**src/rtl/arb_pkg.sv**
```systemverilog
`timescale 1ns/100ps
package arb_pkg;

   localparam int unsigned ADDR_W = 2;

   typedef enum logic [ADDR_W-1:0] {
      RA_CTRL   = 2'd0,
      RA_PRI_HI = 2'd1,
      RA_PRI_LO = 2'd2
   } reg_addr_e;

endpackage

```
**src/rtl/arb_regs.sv**
```systemverilog
`timescale 1ns/100ps
module arb_regs
   import arb_pkg::*;
#(
   parameter int unsigned     IDX_W      = 4,
   parameter int unsigned     REG_W      = 16,
   parameter int unsigned     NUM_FIELDS = 8,
   parameter logic [REG_W-1:0] PRI_HI_RST = '0,
   parameter logic [REG_W-1:0] PRI_LO_RST = '0,
   parameter logic [IDX_W-1:0] PARK_RST   = '0
) (
   input  logic                                clk,
   input  logic                                rst_n,
   input  logic                                we_i,
   input  logic [ADDR_W-1:0]                   addr_i,
   input  logic [REG_W-1:0]                    wdata_i,
   output logic [REG_W-1:0]                    rdata_o,
   output logic [NUM_FIELDS-1:0][IDX_W-1:0]    field_o,
   output logic [IDX_W-1:0]                    park_o,
   output logic                                ext_o,
   output logic                                dly_o
);

   localparam int unsigned FPR    = REG_W / IDX_W;
   localparam int unsigned CTRL_W = IDX_W + 2;

   if (REG_W % IDX_W != 0) begin : g_chk_div
      $error("arb_regs: REG_W must be a multiple of IDX_W");
   end
   if (NUM_FIELDS != 2 * FPR) begin : g_chk_fields
      $error("arb_regs: NUM_FIELDS must fill exactly two registers");
   end
   if (REG_W < CTRL_W) begin : g_chk_ctrl
      $error("arb_regs: control word does not fit in REG_W");
   end

   logic [REG_W-1:0]  pri_hi_q;
   logic [REG_W-1:0]  pri_lo_q;
   logic [CTRL_W-1:0] ctrl_q;

   always_ff @(posedge clk or negedge rst_n) begin
      if (!rst_n) begin
         pri_hi_q <= PRI_HI_RST;
         pri_lo_q <= PRI_LO_RST;
         ctrl_q   <= {2'b00, PARK_RST};
      end else if (we_i) begin
         case (reg_addr_e'(addr_i))
            RA_CTRL:   ctrl_q   <= wdata_i[CTRL_W-1:0];
            RA_PRI_HI: pri_hi_q <= wdata_i;
            RA_PRI_LO: pri_lo_q <= wdata_i;
            default:   ;
         endcase
      end
   end

   always_comb begin
      rdata_o = '0;
      case (reg_addr_e'(addr_i))
         RA_CTRL:   rdata_o[CTRL_W-1:0] = ctrl_q;
         RA_PRI_HI: rdata_o = pri_hi_q;
         RA_PRI_LO: rdata_o = pri_lo_q;
         default:   rdata_o = '0;
      endcase
   end

   assign park_o = ctrl_q[IDX_W-1:0];
   assign ext_o  = ctrl_q[IDX_W];
   assign dly_o  = ctrl_q[IDX_W+1];

   // slot 0 sits in the top nibble of the high word
   for (genvar f = 0; f < NUM_FIELDS; f++) begin : g_field
      localparam int unsigned TOP = REG_W - 1 - IDX_W * (f % FPR);
      if (f < FPR) begin : g_hi
         assign field_o[f] = pri_hi_q[TOP -: IDX_W];
      end else begin : g_lo
         assign field_o[f] = pri_lo_q[TOP -: IDX_W];
      end
   end

endmodule

```
**src/rtl/arb_pick.sv**
```systemverilog
`timescale 1ns/100ps
module arb_pick #(
   parameter int unsigned NUM_FIELDS = 8,
   parameter int unsigned IDX_W      = 4
) (
   input  logic [NUM_FIELDS-1:0][IDX_W-1:0] field_i,
   input  logic [(1<<IDX_W)-1:0]            elig_i,
   output logic                             found_o,
   output logic [IDX_W-1:0]                 win_o
);

   logic [NUM_FIELDS-1:0] hit;

   for (genvar f = 0; f < NUM_FIELDS; f++) begin : g_hit
      assign hit[f] = elig_i[field_i[f]];
   end

   // scan from the weakest slot so the strongest hit is written last
   always_comb begin
      found_o = |hit;
      win_o   = '0;
      for (int f = NUM_FIELDS - 1; f >= 0; f--) begin
         if (hit[f]) win_o = field_i[f];
      end
   end

   always_comb begin
      if (found_o) assert_win_eligible_R3: assert (elig_i[win_o]);
   end

endmodule

```
**src/rtl/arb_dgnt.sv**
```systemverilog
`timescale 1ns/100ps
module arb_dgnt (
   input  logic clk,
   input  logic rst_n,
   input  logic ts_i,
   input  logic dbusy_i,
   input  logic dly_i,
   input  logic ext_i,
   output logic dgnt_o
);

   logic ts_d1_q;

   always_ff @(posedge clk or negedge rst_n) begin
      if (!rst_n) ts_d1_q <= 1'b0;
      else        ts_d1_q <= ts_i;
   end

   assign dgnt_o = rst_n && !ext_i && !dbusy_i && (dly_i ? ts_d1_q : ts_i);

   assert_dgnt_bus_free_R10: assert property (@(posedge clk) disable iff (!rst_n)
      dgnt_o |-> !dbusy_i);

   assert_dgnt_after_start_R11: assert property (@(posedge clk) disable iff (!rst_n)
      (dly_i && dgnt_o) |-> $past(ts_i));

   assert_dgnt_ext_quiet_R9: assert property (@(posedge clk) disable iff (!rst_n)
      ext_i |-> !dgnt_o);

endmodule

```
**src/rtl/bus_prio_arbiter.sv**
```systemverilog
`timescale 1ns/100ps
module bus_prio_arbiter
   import arb_pkg::*;
#(
   parameter int unsigned               NUM_MASTERS = 10,
   parameter int unsigned               IDX_W       = 4,
   parameter int unsigned               REG_W       = 16,
   parameter logic [NUM_MASTERS-1:0]    RSVD_MASK   = 10'b00_0011_0000,
   parameter logic [REG_W-1:0]          PRI_HI_RST  = 16'h0126,
   parameter logic [REG_W-1:0]          PRI_LO_RST  = 16'h3457,
   parameter logic [IDX_W-1:0]          PARK_RST    = 4'h6
) (
   input  logic                   clk,
   input  logic                   rst_n,
   input  logic [NUM_MASTERS-1:0] req_i,
   output logic [NUM_MASTERS-1:0] gnt_o,
   input  logic                   ts_i,
   input  logic                   dbusy_i,
   output logic                   dgnt_o,
   input  logic                   reg_we_i,
   input  logic [ADDR_W-1:0]      reg_addr_i,
   input  logic [REG_W-1:0]       reg_wdata_i,
   output logic [REG_W-1:0]       reg_rdata_o
);

   localparam int unsigned IDX_SPAN   = 1 << IDX_W;
   localparam int unsigned NUM_FIELDS = 2 * (REG_W / IDX_W);
   localparam logic [NUM_MASTERS-1:0] ONE = NUM_MASTERS'(1);

   if (NUM_MASTERS > IDX_SPAN) begin : g_chk_masters
      $error("bus_prio_arbiter: NUM_MASTERS exceeds the index space");
   end
   if (NUM_MASTERS < 2) begin : g_chk_min
      $error("bus_prio_arbiter: at least two masters required");
   end

   logic [NUM_FIELDS-1:0][IDX_W-1:0] field;
   logic [IDX_W-1:0]                 park;
   logic                             ext;
   logic                             dly;

   arb_regs #(
      .IDX_W      (IDX_W),
      .REG_W      (REG_W),
      .NUM_FIELDS (NUM_FIELDS),
      .PRI_HI_RST (PRI_HI_RST),
      .PRI_LO_RST (PRI_LO_RST),
      .PARK_RST   (PARK_RST)
   ) u_regs (
      .clk     (clk),
      .rst_n   (rst_n),
      .we_i    (reg_we_i),
      .addr_i  (reg_addr_i),
      .wdata_i (reg_wdata_i),
      .rdata_o (reg_rdata_o),
      .field_o (field),
      .park_o  (park),
      .ext_o   (ext),
      .dly_o   (dly)
   );

   // grantable map over the full index space; reserved and out-of-range are 0
   logic [IDX_SPAN-1:0] ok_map;
   logic [IDX_SPAN-1:0] elig;

   always_comb begin
      ok_map                  = '0;
      ok_map[NUM_MASTERS-1:0] = ~RSVD_MASK;
      elig                    = '0;
      elig[NUM_MASTERS-1:0]   = req_i & ~RSVD_MASK;
   end

   logic             found;
   logic [IDX_W-1:0] win;

   arb_pick #(
      .NUM_FIELDS (NUM_FIELDS),
      .IDX_W      (IDX_W)
   ) u_pick (
      .field_i (field),
      .elig_i  (elig),
      .found_o (found),
      .win_o   (win)
   );

   logic [NUM_MASTERS-1:0] gnt_q;
   logic                   hold_q;

   always_ff @(posedge clk or negedge rst_n) begin
      if (!rst_n) begin
         gnt_q  <= '0;
         hold_q <= 1'b0;
      end else if (ext) begin
         gnt_q  <= '0;
         hold_q <= 1'b0;
      end else if (hold_q) begin
         if (ts_i) begin
            gnt_q  <= '0;
            hold_q <= 1'b0;
         end
      end else if (found) begin
         gnt_q  <= ONE << win;
         hold_q <= 1'b1;
      end else if (ok_map[park]) begin
         gnt_q  <= ONE << park;
         hold_q <= 1'b0;
      end else begin
         gnt_q  <= '0;
         hold_q <= 1'b0;
      end
   end

   assign gnt_o = gnt_q;

   arb_dgnt u_dgnt (
      .clk     (clk),
      .rst_n   (rst_n),
      .ts_i    (ts_i),
      .dbusy_i (dbusy_i),
      .dly_i   (dly),
      .ext_i   (ext),
      .dgnt_o  (dgnt_o)
   );

   assert_single_grant_R3: assert property (@(posedge clk) disable iff (!rst_n)
      $onehot0(gnt_o));

   assert_win_granted_R3: assert property (@(posedge clk) disable iff (!rst_n)
      (!hold_q && !ext && found) |=> (gnt_o != '0));

   assert_no_reserved_R5: assert property (@(posedge clk) disable iff (!rst_n)
      (gnt_o & RSVD_MASK) == '0);

   assert_hold_steady_R6: assert property (@(posedge clk) disable iff (!rst_n)
      (hold_q && !ts_i && !ext) |=> $stable(gnt_o));

   assert_release_R6: assert property (@(posedge clk) disable iff (!rst_n)
      (hold_q && ts_i && !ext) |=> (gnt_o == '0));

   assert_ext_no_grant_R9: assert property (@(posedge clk) disable iff (!rst_n)
      ext |=> (gnt_o == '0));

endmodule

```
**config.mk**
```make
export PLATFORM = sky130hd
export DESIGN_NAME = bus_prio_arbiter
export DESIGN_NICKNAME = d
export VERILOG_FILES = /design/src/rtl/arb_pkg.sv /design/src/rtl/arb_regs.sv /design/src/rtl/arb_pick.sv /design/src/rtl/arb_dgnt.sv /design/src/rtl/bus_prio_arbiter.sv
export SDC_FILE = /design/constraint.sdc
export NUM_CORES = 1
export LEC_CHECK = 0
export ABC_AREA = 1
export BUFFER_PORTS_ARGS = -buffer_cell sky130_fd_sc_hd__buf_2
export CELL_PAD_IN_SITES_DETAIL_PLACEMENT = 1
export CELL_PAD_IN_SITES_GLOBAL_PLACEMENT = 1
export CORE_MARGIN = 2
export CORE_UTILIZATION = 40
export DETAILED_ROUTE_END_ITERATION = 10
export MAX_ROUTING_LAYER = met4
export PLACE_DENSITY_LB_ADDON = 0.1
export SKIP_CTS_REPAIR_TIMING = 1
export SLEW_MARGIN = 10
export SYNTH_ARGS = -nofsm -noshare
export SYNTH_HDL_FRONTEND = slang
export SYNTH_SLANG_ARGS = --single-unit
export TNS_END_PERCENT = 30
```
**constraint.sdc**
```tcl
create_clock -name clk -period 2.3 [get_ports clk]
set_clock_uncertainty 0.15 [all_clocks]
set_input_delay 0.46 -clock clk [delete_from_list [all_inputs] [get_ports clk]]
set_output_delay 0.46 -clock clk [all_outputs]
set_load 0.01 [all_outputs]
```
# == Yosys cells after proc, flatten, opt, wreduce, memory -nomap -nowiden ==
# Memories as Yosys holds them, arrays and structs flattened.
# Cells that the tools add are included.
# classes
eq_ne,3
reduce_logical,10
mux,37
magnitude_cmp,9
shift,2
# op_table
op,n
10-bit two-way mux,5
4-bit by 5-bit < comparator with 1-bit output (second input constant),9
1-bit binary-select mux with 4-bit select,8
4-bit two-way mux,8
10-bit case mux with 2 select lines,1
1-bit by 4-bit << shifter with 10-bit output (first input constant),2
6-bit case mux with 3 select lines,1
1-bit two-way mux,14
8-bit OR reduction,1
2-bit AND reduction,3
1-bit logical AND,3
3-bit by 2-bit != test with 1-bit output (second input constant),1
2-bit by 1-bit == test with 1-bit output (second input constant),1
2-bit == test (second input constant),1
1-bit zero test,2
2-bit zero test,1
# totals
mem_count,1
rom_bits,16
regBits,50
wordCells,68
output_inout_bits,27
# mem_list
name,words,word_bits,read_ports,rd_ports_with_merged_regs,wr,line_no,text
(no name shown),16,1,1,0,0,bus_prio_arbiter.sv:104,end else if (ok_map[park]) begin

# == Depth between registers and ports, before layout ==
# Gate-level depths: netlist of the first run.
# logic_depth
ltp_word,14
depth_mapped,24

# == Modules after synthesis ==
# From an unflattened synthesis of the first run, not the netlist that was laid out.
# hier_totals
hier_cells,638
hier_area_um2,4275.4
# by_module_without_submodules
module,area_per_inst_um2,n_inst,cells_each,seq_area_each_um2
arb_regs,2004.4,1,218,968.4
arb_pick,1542.7,1,310,0.0
bus_prio_arbiter,661.9,1,99,275.3
arb_dgnt,66.3,1,11,25.0

# == Worst setup path after synthesis of the first run ==
# Ideal clock, no wire load.
# synth_timing
path_kind,input to output
startpoint,input reg_addr_i[0]
endpoint,output reg_rdata_o[10]
path_stages,6
slack_ns,0.228
t_arrival_ns,1.462
path_cell_list,inv_1 ha_1 clkbuf_1 clkbuf_1 nand2_1 a21oi_1
# synth_between
elab_chain_len,2
# synth_rtl
element,line_no,text
from (decl),bus_prio_arbiter.sv:21,"input logic [ADDR_W-1:0] reg_addr_i,"
2-bit == test / 2-bit by 1-bit == test with 1-bit output (equally long branches),arb_regs.sv:58,case (reg_addr_e'(addr_i))
10-bit case mux with 2 select lines *,arb_regs.sv:58,
to (decl),bus_prio_arbiter.sv:23,output logic [REG_W-1:0] reg_rdata_o
# Mark *: on every way between the ends. The rest lies on a longest branch, timed or not.

# == Worst setup path after layout of the first run ==
# layout_timing
startpoint,register u_regs.pri_lo_q[13]
endpoint,"register gnt_q[9], in the netlist gnt_o[9]"
# layout_between
elab_chain_len,11
# layout_rtl
element,line_no,text
from (decl),arb_regs.sv:38,logic [REG_W-1:0] pri_lo_q;
from (signal assigned),arb_regs.sv:50,RA_PRI_LO: pri_lo_q <= wdata_i;
1-bit binary-select mux with 4-bit select,arb_pick.sv:15,assign hit[f] = elig_i[field_i[f]];
1-bit two-way mux (implied by the code),arb_pick.sv:15,
4-bit two-way mux (5 in series),arb_pick.sv:23,if (hit[f]) win_o = field_i[f];
1-bit by 4-bit << shifter with 10-bit output,bus_prio_arbiter.sv:102,gnt_q <= ONE << win;
10-bit two-way mux *,bus_prio_arbiter.sv:101,end else if (found) begin
10-bit two-way mux *,bus_prio_arbiter.sv:96,end else if (hold_q) begin
10-bit two-way mux *,bus_prio_arbiter.sv:93,end else if (ext) begin
to (signal assigned),bus_prio_arbiter.sv:102,
to (signal assigned),bus_prio_arbiter.sv:105,gnt_q <= ONE << park;
to (decl),bus_prio_arbiter.sv:86,logic [NUM_MASTERS-1:0] gnt_q;
# Mark *: on every way between the ends. The rest lies on a longest branch, timed or not. The select of a mux whose other input is x is not followed.
# A chain may end at the register's enable or synchronous reset.

==> results of run 1 <==
## worst max-delay path by stage
stage	from	to	cells past startpoint
3_3_place_gp	req_i[1]	gnt_o[6]	22
6_report	u_regs.pri_lo_q[13]	gnt_o[9]	13
4_1_cts	u_regs.pri_lo_q[12]	gnt_o[6]	19
5_1_grt	u_regs.pri_lo_q[4]	gnt_o[8]	23
2_1_floorplan	reg_addr_i[0]	reg_rdata_o[10]	6
3_5_place_dp	req_i[3]	gnt_o[6]	22
## per-stage QoR
step                      instances  util, %  worst slack, ns
after floorplan                 535        -            0.228
after global placement          712     47.5          -0.0851
after detailed placement        712     47.5           -0.164
after CTS                       720     48.5          -0.0322
after global routing            725     49.2           -0.268
final                           725     49.2          -0.0609
## per-layer routing
metal / vias up / GRT usage [%] / routed length [um] / share of wire, %
li1: 1872 / - / - / -
met1: 1799 / 32.5 / 5160 / 45
met2: 63 / 43.4 / 5760 / 50
met3: 15 / 3.08 / 419 / 3.6
met4: 0 / 7.80 / 200 / 1.7
met5: - / - / 0 / 0
## layout make-up
class	count	area, um^2	area share, %
multi-input combinational	391	1880	44.3
sequential	50	1270	29.9
timing repair buffer	93	593	14.0
inverter	75	282	6.63
tap	108	135	3.18
clock buffer	6	72.6	1.71
clock inverter	2	15.0	0.353
## worst reg2reg max path: stages (launching register included)
cell	delay, ns
dfstp_2	0.60
inv_1	0.08
o211ai_1	0.10
nand2_1	0.07
nand2_1	0.06
nand2_1	0.06
nand2_2	0.12
nand2_4	0.09
nor3_2	0.21
nand4_2	0.21
o21ai_0	0.32
a21oi_1	0.07
nand2_1	0.07
nand2_1	0.05
## cells by family (layout without fill, tap and decap cells)
family,after synthesis,after routing,share of synthesized area [%]
adder cells (fa/ha/maj),4,4,1.42
multiplexers,1,1,0.284
AO/OA/AOI/OAI,111,111,17.7
flip-flops,50,50,36.0
buffers and inverters,94,176,11.3
AND/OR/NAND/NOR,275,275,33.4
## layout by cell type, fill, tap and decap left out, types with 2 or more instances in the layout
cell type / synthesis / layout
nand2_1: 209 / 203
inv_1: 67 / 67
buf_2: 1 / 57
o21ai_0: 53 / 52
dfrtp_1: 36 / 34
a21oi_1: 33 / 33
buf_4: 2 / 33
nand3_1: 24 / 24
nand2_2: 11 / 16
dfstp_2: 14 / 14
nor2_1: 11 / 11
inv_2: 7 / 7
o2111ai_1: 6 / 6
o21ai_1: 5 / 6
clkbuf_8: 0 / 5
o211ai_1: 4 / 4
nand2_4: 3 / 4
nand4_1: 4 / 4
o31ai_1: 4 / 4
ha_1: 4 / 4
nor4_1: 3 / 3
nor3_1: 3 / 3
a21oi_2: 3 / 3
buf_12: 0 / 3
nand3b_1: 2 / 2
clkinvlp_4: 0 / 2
dfrtp_2: 0 / 2
## sequential cells by signal, indices dropped and copies added (netlist names)
name             flops
u_regs.ctrl_q        6
hold_q               1
u_regs.pri_hi_q     16
gnt_o               10
u_dgnt.ts_d1_q       1
u_regs.pri_lo_q     16
## power by group
part / internal [W] / total, W / switching (W)
registers: 0.00107 / 0.00129 / 0.000214
logic: 0.000586 / 0.00149 / 0.000905
clock network: 0.000216 / 0.000542 / 0.000327
==> reports/qor.txt, run 1 <==
status: complete, but fails checks
failing checks: setup timing
iteration-0 DRC count of the detailed router: 109
DRT Pass-1 Iters: 4
hold wc startpoint: ts_i
FF-to-FF Start: u_regs.pri_lo_q[13]
top-area cell type share of the netlist area: 25.5%
maximum vdd ir drop: 0.000276 V
io pins: 60
crit path DAT: 2.43 ns
CP required: 2.37 ns
crit path kind: reg -> reg
Slowest Stage Delay on Critical Path: 0.60 ns
fin crit share: 103%
Worst Path Buf+Inv: 1
FMAX: 424 MHz
Max Slew Vio Count: 0
GR Overflow Total: 0
Starting Density: 40.9%
Hold Path End: u_dgnt.ts_d1_q
Worst Setup Start Kind: flop
largest cells by area after synthesis: dfrtp_1 26%, nand2_1 22%, dfstp_2 10%
fill count: 1214
diode count: 0
first-pass GRT wire length: 19300 um
Pwr Total: 0.00332 W
most common cell in the synthesized netlist: nand2_1
CP Max Fanout: 7
vias per inst: 5.17
crit path time final: 2.36 ns
Clock transition at path regs: 0.11 ns
CTS Buffer Depth: 2
initial antenna violation count: 0
R2R setup slack: -0.06 ns
critical path endpoint category: flop
Total Negative Setup Slacks: -0.0939 ns
ys flop type: dfrtp_1
max-cap viol count: 0
post-synth net total: 572
Clk Latency, worst-skew pair: 0.31 ns
vias in the first global route: 3895
top cells by count, synth: 209 x nand2_1, 67 x inv_1, 53 x o21ai_0
htree depth: 2
Max stage delay cell, worst path: dfstp_2
Cell Area, Synth: 3530 um^2
largest net degree at the start of global routing: 51
final setup vio count: 3
Core ar.: 8640 um^2
Final WS setup: -0.0609 ns
YS warnings: 0
P&R area growth vs syn: 20.4%
Slew Limit Headroom: 55.3%
final hold violation count: 0
DRC violations left: 0
worst slew pin tran: 0.671 ns
Die Span X: 97.9 um
synth unique cells: 35
Leakage: 2.30 nW
unrepaired setup endpoints after global routing: yes
fin area: 4250 um^2
Hold Path Depth: 1
vias: 3749
r2r endpoint: gnt_o[9]
FP Rows: 34
drt total wl: 11500 um
remaining antenna violation count: 0
asr flop ratio synth: 100%
hpwl dp: 8760 um
total global-route track usage: 25.7%
Routed WL per cell: 15.9 um
dpl cell area: 4100 um^2
worst-path cell chain: inv_1, o211ai_1, nand2_1, nand2_1, nand2_1, nand2_2, nand2_4, nor3_2, nand4_2, o21ai_0, a21oi_1, nand2_1, nand2_1
final hold slack: 0.138 ns
Sink Count: 50
CTS root buffer: clkbuf_8
I/O Buffers: 57
CP top delay family: simple AND/OR/NAND/NOR gates
die height: 97.9 um
top cell type by total area after synthesis: dfrtp_1
number of synthesized flops with an enable pin: 0
Final GP Congestion: 0.914
Critical Path Most Common Cell: nand2_1
post-synthesis average cell area: 6.60 um^2
Register-to-Register Path Depth: 13
share of cells above drive strength 1: 24.6%
#FFs+latches synth: 50
clock buffer count from CTS: 5
register area share after synthesis: 36.0%
Worst Hold Class: in -> reg
final net count: 653
Die ar.: 9590 um^2
CTS tree: built
Cells after Synth: 535
PD cells: 782 nW/um^2
(Power assumes the default switching activity.)
==> run 2, diff against run 1 <==
Settings changed: ABC_AREA 1 to default, CORE_UTILIZATION 40 to 44, GPL_TIMING_DRIVEN from default to 0.
==> run 2 against run 1 <==
Against the previous run: critical endpoint unchanged; the run still ends with setup timing left; register-to-register slack got worse by 0.51 ns; total power rose by 11%; core utilization rose by 7.9 points; count of clock-buffer cells in the layout did not move; non-clock buffer count fell by 4.
==> reports/qor.txt, run 2 <==
Core ar.: 7650 um^2
I/O Buffers: 55
CP top delay family: simple AND/OR/NAND/NOR gates
critical path endpoint category: flop
synth unique cells: 60
hpwl dp: 7880 um
ys flop type: dfrtp_1
final net count: 440
xor/xnor cell area share of the yosys netlist: 0%
worst-path cell chain: buf_8, mux4_2, a22oi_2, buf_6, nand4_1, nand4b_1, buf_6, nor4_4, a32o_1, a31o_2
post-synthesis average cell area: 10.6 um^2
register area share after synthesis: 36.8%
multiplexer share of the synthesized area: 23.2%
CP required: 2.41 ns
YS warnings: 0
CTS Buffer Depth: 2
compound-gate portion of the synthesized area: 18.3%
GR Overflow Total: 0
CTS tree: built
PD cells: 843 nW/um^2
final hold violation count: 0
top cells by count, synth: 51 x mux2_2, 36 x dfrtp_1, 18 x nand2_1, 18 x nor2_1
asr flop ratio synth: 100%
iteration-0 DRC count of the detailed router: 240
Max Slew Vio Count: 0
vias: 3185
Slowest Stage Delay on Critical Path: 0.55 ns
Slew Limit Headroom: 52.1%
CP Max Fanout: 5
io pins: 60
largest net degree at the start of global routing: 52
Final WS setup: -0.574 ns
share of cells above drive strength 1: 50.5%
Multi-input gate area: 2300 um^2
adder-cell share of the synthesized area: 1.45%
DRC violations left: 0
crit path DAT: 2.98 ns
Clk Latency, worst-skew pair: 0.31 ns
crit path kind: reg -> reg
Final GP Congestion: 0.923
most common cell after layout, fill and taps aside: buf_2
diode count: 0
htree depth: 2
final hold slack: 0.0128 ns
initial antenna violation count: 0
P&R area growth vs syn: 26.6%
Cell Area, Synth: 3450 um^2
top cell type by total area after synthesis: dfrtp_1
first-pass GRT wire length: 17500 um
total global-route track usage: 27.0%
Critical Path Most Common Cell: buf_6
top-area cell type share of the netlist area: 26.1%
Leakage: 1.83 nW
Routed WL per cell: 22.3 um
#FFs+latches synth: 50
main combinational cell family by area after synthesis: multiplexers
most frequent cells in the layout: 54 x buf_2, 50 x mux2_2, 33 x dfrtp_1
worst slew pin tran: 0.718 ns
DRT Pass-1 Iters: 5
Worst Path Buf+Inv: 3
Reg area: 1270 um^2
most common cell in the synthesized netlist: mux2_2
vias per inst: 6.29
Max stage delay cell, worst path: dfstp_2
vias in the first global route: 3193
post-synth net total: 363
Clock transition at path regs: 0.10 ns
unrepaired setup endpoints after global routing: yes
largest cells by area after synthesis: dfrtp_1 26%, mux2_2 17%, dfstp_2 11%
Die Span X: 92.6 um
simple-gate portion of the synthesized area: 17.5%
drt total wl: 11300 um
Cells after Synth: 326
FMAX: 348 MHz
FP Rows: 32
final instance count without filler cells: 506
die height: 92.6 um
Sink Count: 50
Die ar.: 8570 um^2
final setup vio count: 9
fin crit share: 125%
Worst Hold Class: in -> async
pre-CTS setup slack: -1.12 ns
clock buffer count from CTS: 5
Setup crit start: u_regs.pri_lo_q[12]
failing checks: setup timing
Placed Instances: 483
Starting Density: 45.1%
status: complete, but fails checks
CTS root buffer: clkbuf_8
remaining antenna violation count: 0
Worst Setup Start Kind: flop
fill count: 837
number of synthesized flops with an enable pin: 0
FF-to-FF Start: u_regs.pri_lo_q[12]
max-cap viol count: 0
maximum vdd ir drop: 0.000344 V
crit path time final: 2.87 ns
[run 2: cell count changes after synthesis, moves of 8 or more]
| cell | change |
|---|---|
| inv_1 | -63 |
| nand3_1 | -18 |
| nor2b_1 | +12 |
| a22oi_1 | +17 |
| o21ai_0 | -50 |
| nand2_1 | -191 |
| nand2_2 | -11 |
| mux2i_1 | +10 |
| a21oi_1 | -23 |
| mux2_2 | +51 |
| a222oi_1 | +8 |
[run 2: final timing paths]
path / endpoint / slack [ns] / cells after the start
setup reg to reg: gnt_o[9] / -0.57 / 10
min in group clk: u_dgnt.ts_d1_q / 0.13 / 1
max in group asynchronous: u_regs.pri_lo_q[8] / 1.48 / 1
setup / recovery: gnt_o[9] / -0.57 / 10
hold / removal: u_regs.pri_lo_q[15] / 0.01 / 1
hold reg to reg: gnt_o[4] / 0.34 / 1
[run 2: layout make-up]
cell class                 instances  area share, %
multi-input combinational        253           52.6
clock buffer                       6           1.66
inverter                           4          0.344
clock inverter                     2          0.888
tap                              102           2.92
buffer                            13           2.18
sequential                        50           29.1
timing repair buffer              76           10.2
[run 2: power breakdown]
| part | internal [W] | leakage, nW | switching, W |
|---|---|---|---|
| clock | 0.000327 | 0.0554 | 0.000317 |
| sequential | 0.00109 | 0.590 | 0.000251 |
| combinational | 0.000825 | 1.19 | 0.000869 |
| total | 0.00224 | 1.83 | 0.00144 |
[run 2: metal layers]
layer | vias up | global-route usage (%) | share of wire [%]
met5 | - | - | 0
met4 | 0 | 5.85 | 1.5
met3 | 19 | 4.88 | 4.6
met2 | 89 | 43.1 | 49
met1 | 1634 | 36.3 | 45
li1 | 1443 | - | -
[run 2: worst reg2reg max path, stage by stage, from the launching register on]
cell	delay [ns]
dfstp_2	0.55
buf_8	0.11
mux4_2	0.53
a22oi_2	0.25
buf_6	0.16
nand4_1	0.08
nand4b_1	0.20
buf_6	0.16
nor4_4	0.30
a32o_1	0.22
a31o_2	0.10
[run 2: cells by family after synthesis]
kind of cell,count (synthesis)
simple gates,104
mux,68
fa+ha+maj,4
buf+inv,23
compound gates,77
flops,50
[run 2: stage by stage]
stage	area [um^2]	setup TNS (ns)	power, W	utilization (%)
after global placement	3900	-19.28	0.00264	50.9
after CTS	4010	-14.09	0.00333	52.4
after floorplan	3490	-3.74	0.00224	-
after detailed placement	3900	-20.99	0.00267	50.9
after global routing	4370	-5.40	0.00388	57.1
final	4370	-4.80	0.00368	57.1
==> run 3, diff against run 2 <==
Settings changed: CAP_MARGIN from default to 20, CORE_UTILIZATION 44 to 40.
Clock period 2.3 ns to 2.4 ns, I/O delays scaled along.
==> run 3 against run 2 <==
Against the previous run: the flow still finishes with violations (setup timing); setup slack improved by 0.022 ns; cell count fell by 0.99%; global-route usage fell by 3.2 points; die area rose by 9.6%; core utilization fell by 5.9 points; total power fell by 8.4%; register-to-register slack improved by 0.02 ns; final area fell by 2.7%; critical path type unchanged.
==> reports/qor.txt, run 3 (same netlist as run 2, synthesis figures left out) <==
share of cells above drive strength 1: 47.5%
final net count: 432
diode count: 0
CP required: 2.47 ns
Sink Count: 50
maximum vdd ir drop: 0.000317 V
Core ar.: 8300 um^2
Final WS setup: -0.552 ns
fin crit share: 123%
vias: 3132
Max Slew Vio Count: 0
Worst Path Buf+Inv: 2
CP top delay family: compound AO/OA/AOI/OAI gates
final setup vio count: 9
max-cap viol count: 0
Critical Path Most Common Cell: buf_4
FMAX: 339 MHz
CTS Buffer Depth: 2
crit path DAT: 3.02 ns
io pins: 60
Leakage: 1.77 nW
DRC violations left: 0
crit path time final: 2.95 ns
final hold violation count: 0
CP Max Fanout: 7
total global-route track usage: 23.9%
first-pass GRT wire length: 17500 um
CTS root buffer: clkbuf_8
most common cell after layout, fill and taps aside: buf_2
hpwl dp: 8260 um
Max stage delay cell, worst path: dfstp_2
fin area: 4250 um^2
drt total wl: 11300 um
iteration-0 DRC count of the detailed router: 218
remaining antenna violation count: 0
DRT Pass-1 Iters: 4
Starting Density: 41.6%
status: complete, but fails checks
failing checks: setup timing
final instance count without filler cells: 501
Placed Instances: 487
die height: 96.9 um
Clock transition at path regs: 0.11 ns
clock buffer count from CTS: 5
largest net degree at the start of global routing: 29
Die ar.: 9390 um^2
FP Rows: 33
worst slew pin tran: 0.745 ns
worst-path cell chain: mux2_4, a222oi_1, buf_4, o2111a_2, nand4b_1, buf_4, nor2_4, a41oi_1, o41ai_1
PD cells: 794 nW/um^2
Final GP Congestion: 0.887
crit path kind: reg -> reg
Die Span X: 96.9 um
Finished Core Util: 51.2%
vias in the first global route: 3164
dpl cell area: 3910 um^2
htree depth: 2
Worst Setup Start Kind: flop
initial antenna violation count: 0
Routed WL per cell: 22.6 um
P&R area growth vs syn: 23.2%
Slowest Stage Delay on Critical Path: 0.62 ns
most frequent cells in the layout: 54 x buf_2, 50 x mux2_2, 35 x dfrtp_1
Clk Latency, worst-skew pair: 0.32 ns
Slew Limit Headroom: 50.1%
Worst Hold Class: in -> async
vias per inst: 6.25
critical path endpoint category: flop
I/O Buffers: 55
CTS tree: built
unrepaired setup endpoints after global routing: yes
GR Overflow Total: 0
pre-CTS setup slack: -1.00 ns
==> run 3: final cells by class <==
cell class / count / area (um^2)
fill: 940 / 4050
sequential: 50 / 1270
clock inverter: 3 / 23.8
clock buffer: 5 / 68.8
tap: 105 / 131
multi-input combinational: 253 / 2260
timing repair buffer: 69 / 405
buffer: 12 / 71.3
inverter: 4 / 15.0
==> run 3: layer usage <==
layer  share of wire (%)  track usage (%)  vias to the layer above  wire, um
met5                   0                -                        -         0
met4                0.70             4.44                        0        79
met3                 5.0             3.47                        8       560
met2                  50             39.0                       78      5670
met1                  44             31.9                     1626      5000
li1                    -                -                     1420         -
==> run 3: worst paths after layout <==
path,start,end,slack (ns),depth (start not counted)
worst min-delay path,rst_n,u_regs.pri_lo_q[10],0.09,1
worst max-delay path,u_regs.pri_lo_q[4],gnt_o[8],-0.55,9
min in group clk,ts_i,u_dgnt.ts_d1_q,0.15,1
worst max register to register,u_regs.pri_lo_q[4],gnt_o[8],-0.55,9
worst min register to register,gnt_o[4],gnt_o[4],0.34,1
max in group asynchronous,rst_n,u_regs.pri_hi_q[4],0.79,2
==> run 3: power breakdown <==
| group | internal [W] | switching [W] | total (W) | leakage, nW |
|---|---|---|---|---|
| combinational | 0.000733 | 0.000798 | 0.00153 | 1.14 |
| sequential | 0.00105 | 0.000253 | 0.00130 | 0.592 |
| clock | 0.000210 | 0.000336 | 0.000545 | 0.0408 |
==> run 3: metrics by stage <==
step                total power (W)  hold WS [ns]  setup TNS (ns)
finish                      0.00337        0.0892           -4.52
global route                0.00357        0.0984           -5.66
CTS                         0.00312        0.0197          -12.02
detailed placement          0.00257         0.319          -17.08
global placement            0.00253         0.313          -16.34
floorplan                   0.00214        0.0344           -3.05
